<file path="src/rtl/vdma_pkg.sv">
`timescale 1ns/1ps
package vdma_pkg;
   typedef enum logic [2:0] {
      PH_PRE_ACQ  = 3'd0,
      PH_PRE_REL  = 3'd1,
      PH_MAIN_ACQ = 3'd2,
      PH_MAIN_REL = 3'd3,
      PH_TXT_ACQ  = 3'd4,
      PH_TXT_REL  = 3'd5,
      PH_GFX_ACQ  = 3'd6,
      PH_GFX_REL  = 3'd7
   } phase_e;

   typedef enum logic [1:0] {
      ST_IDLE = 2'd0,
      ST_ACQ  = 2'd1,
      ST_REL  = 2'd2
   } state_e;

   function automatic logic is_release(input phase_e p);
      return p[0];
   endfunction

   function automatic logic [1:0] region_of(input phase_e p);
      return p[2:1];
   endfunction
endpackage

</file>
<file path="src/rtl/vdma_phase_rom.sv">
`timescale 1ns/1ps
module vdma_phase_rom
   import vdma_pkg::*;
#(
   parameter int CNT_W     = 8,
   parameter int LEN_W     = 4,
   parameter int PRE_DRV   = 15,
   parameter int PRE_FST   = 25,
   parameter int PRE_REL   = 21,
   parameter int MAIN_DRV  = 21,
   parameter int MAIN_FST  = 100,
   parameter int MAIN_REL  = 13,
   parameter int TXT_DRV   = 14,
   parameter int TXT_FST   = 34,
   parameter int TXT_REL   = 9,
   parameter int GFX_DRV   = 18,
   parameter int GFX_FST   = 38,
   parameter int GFX_REL   = 13
) (
   input  phase_e             ph,
   output logic [CNT_W-1:0]   drive_t,
   output logic [CNT_W-1:0]   first_t,
   output logic [CNT_W-1:0]   rel_t
);
   localparam int NREG = 4;
   localparam int DRV [NREG] = '{PRE_DRV, MAIN_DRV, TXT_DRV, GFX_DRV};
   localparam int FST [NREG] = '{PRE_FST, MAIN_FST, TXT_FST, GFX_FST};
   localparam int REL [NREG] = '{PRE_REL, MAIN_REL, TXT_REL, GFX_REL};
   localparam int TMAX = (1 << CNT_W) - 1;
   localparam int BURST = 3 * (1 << LEN_W);

   for (genvar g = 0; g < NREG; g++) begin : g_chk
      if (DRV[g] < 1) begin : g_bad_drv
         $error("address drive delay must be at least one tick");
      end
      if (FST[g] <= DRV[g]) begin : g_bad_fst
         $error("first read must follow address drive");
      end
      if (REL[g] < 1 || REL[g] > TMAX) begin : g_bad_rel
         $error("release delay out of counter range");
      end
      if (FST[g] + BURST > TMAX) begin : g_bad_len
         $error("counter too narrow for longest burst");
      end
   end

   logic [1:0] rg;
   assign rg      = region_of(ph);
   assign drive_t = CNT_W'(DRV[rg]);
   assign first_t = CNT_W'(FST[rg]);
   assign rel_t   = CNT_W'(REL[rg]);
endmodule

</file>
<file path="src/rtl/vdma_tick_timer.sv">
`timescale 1ns/1ps
module vdma_tick_timer #(
   parameter int CNT_W = 8
) (
   input  logic             clk,
   input  logic             rst_n,
   input  logic             tick,
   input  logic             clear,
   input  logic             run,
   output logic [CNT_W-1:0] t_now
);
   localparam logic [CNT_W-1:0] SAT = {CNT_W{1'b1}};

   logic [CNT_W-1:0] cnt;

   always_ff @(posedge clk or negedge rst_n) begin
      if (!rst_n) begin
         cnt <= '0;
      end else if (clear) begin
         cnt <= '0;
      end else if (run && tick && cnt != SAT - 1'b1) begin
         cnt <= cnt + 1'b1;
      end
   end

   // tick number being reached at this tick edge
   assign t_now = cnt + 1'b1;
endmodule

</file>
<file path="src/rtl/vdma_read_engine.sv">
`timescale 1ns/1ps
module vdma_read_engine #(
   parameter int CNT_W  = 8,
   parameter int LEN_W  = 4,
   parameter int DATA_W = 8
) (
   input  logic              clk,
   input  logic              rst_n,
   input  logic              tick,
   input  logic              start,
   input  logic              active,
   input  logic [CNT_W-1:0]  t_now,
   input  logic [CNT_W-1:0]  first_t,
   input  logic [LEN_W-1:0]  count_in,
   input  logic [DATA_W-1:0] rd_data,
   output logic              rd_n,
   output logic [LEN_W-1:0]  idx,
   output logic [DATA_W-1:0] data_q,
   output logic              valid,
   output logic              done
);
   typedef enum logic [1:0] {
      SL_WAIT = 2'd0,
      SL_LOW1 = 2'd1,
      SL_LOW2 = 2'd2,
      SL_GAP  = 2'd3
   } slot_e;

   slot_e            slot;
   logic [LEN_W-1:0] last;

   assign done = active && tick && slot == SL_LOW2 && idx == last;

   always_ff @(posedge clk or negedge rst_n) begin
      if (!rst_n) begin
         slot   <= SL_WAIT;
         idx    <= '0;
         last   <= '0;
         rd_n   <= 1'b1;
         data_q <= '0;
         valid  <= 1'b0;
      end else begin
         valid <= 1'b0;
         if (start) begin
            slot <= SL_WAIT;
            idx  <= '0;
            last <= count_in;
            rd_n <= 1'b1;
         end else if (active && tick) begin
            unique case (slot)
               SL_WAIT: begin
                  if (t_now == first_t) begin
                     rd_n <= 1'b0;
                     slot <= SL_LOW1;
                  end
               end
               SL_LOW1: slot <= SL_LOW2;
               SL_LOW2: begin
                  rd_n   <= 1'b1;
                  data_q <= rd_data;
                  valid  <= 1'b1;
                  if (idx == last) begin
                     slot <= SL_WAIT;
                  end else begin
                     idx  <= idx + 1'b1;
                     slot <= SL_GAP;
                  end
               end
               SL_GAP: begin
                  rd_n <= 1'b0;
                  slot <= SL_LOW1;
               end
               default: slot <= SL_WAIT;
            endcase
         end
      end
   end
endmodule

</file>
<file path="src/rtl/vdma_bus_seq.sv">
`timescale 1ns/1ps
module vdma_bus_seq
   import vdma_pkg::*;
#(
   parameter int ADDR_W     = 16,
   parameter int DATA_W     = 8,
   parameter int LEN_W      = 4,
   parameter int CNT_W      = 8,
   parameter bit ERR_STICKY = 1'b1,
   parameter int PRE_DRV    = 15,
   parameter int PRE_FST    = 25,
   parameter int PRE_REL    = 21,
   parameter int MAIN_DRV   = 21,
   parameter int MAIN_FST   = 100,
   parameter int MAIN_REL   = 13,
   parameter int TXT_DRV    = 14,
   parameter int TXT_FST    = 34,
   parameter int TXT_REL    = 9,
   parameter int GFX_DRV    = 18,
   parameter int GFX_FST    = 38,
   parameter int GFX_REL    = 13
) (
   input  logic              clk,
   input  logic              rst_n,
   input  logic              tick,
   input  logic              cmd_valid,
   input  logic [2:0]        cmd_phase,
   input  logic [ADDR_W-1:0] cmd_addr,
   input  logic [LEN_W-1:0]  cmd_count,
   input  logic [DATA_W-1:0] rd_data,
   output logic              cpu_disable,
   output logic              rd_n,
   output logic [ADDR_W-1:0] addr_bus,
   output logic              addr_oe,
   output logic [DATA_W-1:0] data_out,
   output logic              data_valid,
   output logic              busy,
   output logic              err
);
   if (ADDR_W < LEN_W) begin : g_bad_aw
      $error("address narrower than burst index");
   end
   if (DATA_W < 1) begin : g_bad_dw
      $error("data width must be positive");
   end

   state_e            state;
   phase_e            ph_q;
   logic [ADDR_W-1:0] base_q;
   logic [CNT_W-1:0]  t_now, drive_t, first_t, rel_t;
   logic [LEN_W-1:0]  idx;
   logic              accept, acq_start, burst_done, viol;

   assign accept    = cmd_valid && tick && state == ST_IDLE;
   assign acq_start = accept && !is_release(phase_e'(cmd_phase));

   vdma_phase_rom #(
      .CNT_W(CNT_W), .LEN_W(LEN_W),
      .PRE_DRV(PRE_DRV), .PRE_FST(PRE_FST), .PRE_REL(PRE_REL),
      .MAIN_DRV(MAIN_DRV), .MAIN_FST(MAIN_FST), .MAIN_REL(MAIN_REL),
      .TXT_DRV(TXT_DRV), .TXT_FST(TXT_FST), .TXT_REL(TXT_REL),
      .GFX_DRV(GFX_DRV), .GFX_FST(GFX_FST), .GFX_REL(GFX_REL)
   ) u_rom (
      .ph(ph_q), .drive_t(drive_t), .first_t(first_t), .rel_t(rel_t)
   );

   vdma_tick_timer #(.CNT_W(CNT_W)) u_timer (
      .clk(clk), .rst_n(rst_n), .tick(tick),
      .clear(accept), .run(state != ST_IDLE), .t_now(t_now)
   );

   vdma_read_engine #(.CNT_W(CNT_W), .LEN_W(LEN_W), .DATA_W(DATA_W)) u_rd (
      .clk(clk), .rst_n(rst_n), .tick(tick),
      .start(acq_start), .active(state == ST_ACQ),
      .t_now(t_now), .first_t(first_t), .count_in(cmd_count),
      .rd_data(rd_data), .rd_n(rd_n), .idx(idx),
      .data_q(data_out), .valid(data_valid), .done(burst_done)
   );

   always_ff @(posedge clk or negedge rst_n) begin
      if (!rst_n) begin
         state       <= ST_IDLE;
         ph_q        <= PH_PRE_ACQ;
         base_q      <= '0;
         cpu_disable <= 1'b0;
         addr_oe     <= 1'b0;
      end else begin
         unique case (state)
            ST_IDLE: begin
               if (accept) begin
                  ph_q <= phase_e'(cmd_phase);
                  if (is_release(phase_e'(cmd_phase))) begin
                     state   <= ST_REL;
                     addr_oe <= 1'b0;
                  end else begin
                     state       <= ST_ACQ;
                     cpu_disable <= 1'b1;
                     base_q      <= cmd_addr;
                  end
               end
            end
            ST_ACQ: begin
               if (tick && t_now == drive_t) addr_oe <= 1'b1;
               if (burst_done) state <= ST_IDLE;
            end
            ST_REL: begin
               if (tick && t_now == rel_t) begin
                  cpu_disable <= 1'b0;
                  state       <= ST_IDLE;
               end
            end
            default: state <= ST_IDLE;
         endcase
      end
   end

   assign addr_bus = base_q + ADDR_W'(idx);
   assign busy     = state != ST_IDLE;
   assign viol     = addr_oe && !cpu_disable;

   if (ERR_STICKY) begin : g_err_sticky
      always_ff @(posedge clk or negedge rst_n) begin
         if (!rst_n) err <= 1'b0;
         else        err <= err | viol;
      end
   end else begin : g_err_live
      always_ff @(posedge clk or negedge rst_n) begin
         if (!rst_n) err <= 1'b0;
         else        err <= viol;
      end
   end
endmodule

</file>
<file path="config.mk">
export PLATFORM = sky130hd
export DESIGN_NAME = vdma_bus_seq
export DESIGN_NICKNAME = d
export VERILOG_FILES = /design/src/rtl/vdma_pkg.sv /design/src/rtl/vdma_phase_rom.sv /design/src/rtl/vdma_tick_timer.sv /design/src/rtl/vdma_read_engine.sv /design/src/rtl/vdma_bus_seq.sv
export SDC_FILE = /design/constraint.sdc
export NUM_CORES = 1
export LEC_CHECK = 0
export BUFFER_PORTS_ARGS = -buffer_cell sky130_fd_sc_hd__buf_2
export CORE_MARGIN = 2
export CORE_UTILIZATION = 55
export DETAILED_ROUTE_END_ITERATION = 8
export PLACE_DENSITY = 0.76
export SETUP_SLACK_MARGIN = 0.02
export SYNTH_ARGS = -nofsm -noshare
export SYNTH_HDL_FRONTEND = slang
export SYNTH_HIERARCHICAL = 1
export SYNTH_SLANG_ARGS = --single-unit
</file>
<file path="constraint.sdc">
create_clock -name clk -period 4.85 [get_ports clk]
set_input_delay 1.2125 -clock clk [delete_from_list [all_inputs] [get_ports clk]]
set_output_delay 1.2125 -clock clk [all_outputs]
set_load 0.02 [all_outputs]
</file>
After elaboration in Yosys (flattened, before gate mapping) --
Cells that the tools add are included. Widths: inputs -> output; s select.
Cells by class: reductions and logical operators 31, bitwise logic cells 4, add/sub/neg operators 3, multiplexer cells 40, eq/ne operators 18, order comparisons 1
Operator list (count):
- $bmux 32 s2 | 3
- $mux 8 | 8
- $eq 8x8->1 | 3
- $add 16x4->16 | 1
- $mux 2 | 8
- $mux 4 | 4
- $reduce_and 3->1 | 5
- $ne 2x2->1 const B | 7
- $mux 1 | 12
- $reduce_bool 2->1 | 6
- $logic_and 1x1->1 | 11
- $add 8x1->8 const B | 1
- $ne 8x8->1 const B | 1
- $pmux 2 s4 | 1
- $reduce_and 4->1 | 2
- $eq 2x2->1 const B | 3
- $pmux 2 s3 | 1
- $add 4x1->4 const B | 1
- $eq 2x1->1 const B | 2
- $eq 4x4->1 | 1
- $logic_not 2->1 | 2
- $pmux 1 s2 | 2
- $reduce_and 2->1 | 2
- $reduce_bool 4->1 | 1
- other kinds (7) | 9
Word-level totals: bits in registers 52, output and inout bits 30, word-level logic and storage cells 110, input bits 35

Depth between registers and ports, before layout --
word-level depth 9, mapped depth 9, mapped depth without buffers 9

Modules after synthesis --
Netlist, hierarchy kept.
Modules (own cells, without submodules):
- vdma_bus_seq | times used 1, area an instance 1503.9 sq um, cells an instance 134, sequential area each 600.6 sq um
- vdma_read_engine | times used 1, area an instance 1011.0 sq um, cells an instance 82, sequential area each 501.7 sq um
- vdma_tick_timer | times used 1, area an instance 580.6 sq um, cells an instance 63, sequential area each 200.2 sq um
- vdma_phase_rom | times used 1, area an instance 167.7 sq um, cells an instance 26, sequential area each 0.0 sq um

Worst setup path before layout --
No wires, ideal clock.
path kind register to output, start point reg u_rd.idx[0], end point out addr_bus[8], buffers on the path 0, path slack 1.635 ns, stages on the path, launching flop included 7, data required time 3.638 ns, arrival time 2.003 ns, cell sequence dfrtp_1 -> ha_1 -> fa_1 -> a21o_1 -> a21oi_1 -> nor2_1 -> xnor2_1
On the way: longest elaborated chain between the ends 1
Ends and longest elaborated chain:
- start, declared | RTL line vdma_read_engine.sv:17 | output logic [LEN_W-1:0] idx,
- start signal, assigned | RTL line vdma_read_engine.sv:65 | idx <= idx + 1'b1;
- $add 16x4->16 | RTL line vdma_bus_seq.sv:117 | assign addr_bus = base_q + ADDR_W'(idx);
- end, declared | RTL line vdma_bus_seq.sv:33 | output logic [ADDR_W-1:0] addr_bus,
No other way between the ends.

Final worst setup path --
start point reg u_rd.idx[0], end point out addr_bus[14]
Same word-level chain as after synthesis.

==> flow_summary.toml <==
[setup_path]
path_cells = "ha_1 > fa_1 > a21o_1 > a21oi_1 > nand4b_1 > xnor2_1 > buf_2"
worstPathArrival_ns = 2.47
slowest_stage = "dfrtp_1"
worstPathMaxFanout = 6
crit_path_end_kind = "output pin"
path_class = "reg -> out"
cp_slowest_stage_delay_ns = 0.45
critPathRequiredTime_ns = 3.64
cp_num_buf_inv = 1
critPathLaunchType = "register"
cp_top_family = "adder cells"

[floorplan]
core_area_um2 = 5570
rows = 27
die_x_um = 80.6
initial_core_util_pct = 57.9
die_area_um2 = 6500
die_y_um = 80.6
io_pins = 65

[detailed_routing]
viasPerCell = 5.27
drc_errors = 0
drt_iter0_drc = 95
drtPass1Iterations = 4
via_count = 2272
wl_per_cell_um = 13.8
wirelength_um = 5950
ant_nets = 0

[timing]
clock_skew_ns = 0.00838
tns_ns = 0
fmax_mhz = 272
setup_violations = 0
rsz0062_at_grt = "no"
fin_ws_ns = 1.17
timing.slew.headroom_pct = 57.4
hold_violations = 0
period_share_pct = 75.8
slew_viol_final = 0
worst_pin_slew_ns = 0.640
min_period_ns = 3.68
whs_ns = 0.457

[status]
run_status = "complete, no violations"

[final_layout]
final_core_util_pct = 64.7
synthToLayoutAreaGrowth_pct = 11.6
layoutNonFillerInstCount = 431
drive_above_1_share_pct = 32.0
n_antenna_cell = 0
fill_cells = 464
num-nets-final = 404

[clock_tree]
cts-root-buf = "clkbuf_8"
post_cts_buffers = 0
numCtsBuffers = 5
clock_path_buffers = 2
htreeDepth = 2
cts_tree = "done"
clk_pin_slew_ns = 0.09
cts_sinks = 51
clk_latency_ns = 0.30
ctsResizeCount = 0
cts_hold_buf = 0

[grt]
grt_pass1_wl_um = 9920
grt_max_degree = 52
antenna_found_initial = 0
grt_overflow = 0
grt_pass1_vias = 2095
grt_util_all_layers_pct = 19.7

[placed_design]
io_buffers = 64
globalplace.congestion = 0.819
hpwl_um = 4640
placed_cells = 423
place_ws_ns = 1.48

[synthesis]
yosysWarnings = 6
syn_inst = 302
synth_area_per_cell_um2 = 10.7
synth_area_um2 = 3230

[flow_run]
drv_cap = 0

[power]
cellPowerDensity_nw_per_um2 = 545
peakVddDrop_uv = 258
p_leak_nw = 1.66

[hold_path]
hp-class = "reg -> reg"
## sequential cells by signal (all words and copies together) (netlist names), 2 cells and up
register     count
base_q          16
u_rd/data_q      8
u_timer/cnt      8
u_rd/idx         4
u_rd/last        4
ph_q             2
state            2
u_rd/slot        2
## report_power, final
group	leakage [nW]	switching (W)	internal (W)	total [W]
clock	0.0408	0.000139	0.000103	0.000242
combinational	0.977	0.000509	0.000462	0.000971
sequential	0.640	0.000166	0.000586	0.000752
total	1.66	0.000815	0.00115	0.00197
## metrics by stage
step           power (W)  cell area, um^2
6_report         0.00197             3600
3_3_place_gp     0.00171             3510
3_5_place_dp     0.00174             3510
2_1_floorplan    0.00154             3260
5_1_grt          0.00212             3600
4_1_cts          0.00199             3600
## metal layers
layer	part of all wire [%]	vias to the layer above	GRT usage (%)
met5	0	-	0
met3	5.1	2	3.26
li1	-	1143	-
met2	48	57	32.1
met4	0.59	0	4.58
met1	47	1070	27.7
## layout make-up
| cell class | count | area (um^2) | area share [%] |
|---|---|---|---|
| repair buffers | 66 | 335 | 9.30 |
| clock buffers | 5 | 68.8 | 1.91 |
| multi-input cells | 223 | 1770 | 49.0 |
| flip-flops and latches | 51 | 1280 | 35.4 |
| well taps | 72 | 90.1 | 2.50 |
| clock inverters | 3 | 23.8 | 0.659 |
| inverters | 11 | 41.3 | 1.15 |
## worst register-to-register path: stages (launching register included)
cell,delay (ns)
dfrtp_1,0.43
ha_1,0.25
nand3_1,0.18
nor2_1,0.17
xor2_1,0.38
xnor2_1,0.17
nand4_1,0.09
o21ai_0,0.30
o21a_1,0.23
mux2_2,0.34
## worst paths after layout
path	to	cells past startpoint	start	slack, ns
max	addr_bus[14]	7	u_rd/idx[0]$_DFFE_PN0P_	1.17
min	err$_DFF_PN0_	1	err$_DFF_PN0_	0.46
max reg2reg	u_rd/slot[0]$_DFFE_PN0P_	9	u_timer/cnt[1]$_DFFE_PN0P_	2.19
min reg2reg	err$_DFF_PN0_	1	err$_DFF_PN0_	0.46
max in group asynchronous	addr_oe$_DFFE_PN0P_	2	rst_n	3.41
min in group asynchronous	base_q[1]$_DFFE_PN0P_	2	rst_n	1.02
## cell usage in the layout, fill, tap and decap left out, types with 4 or more instances in the layout
cell type,count
a211oi_1,5
a21o_1,4
a21oi_1,7
buf_2,64
clkbuf_8,5
conb_1,9
dfrtp_1,50
ha_1,10
inv_1,11
mux2_1,4
mux2_2,15
mux2_4,11
nand2_1,16
nand3_1,11
nand4_1,9
nor2_1,14
nor4_1,4
o21ai_0,7
xnor2_1,38
xor2_1,13
(Power assumes the default switching activity.)
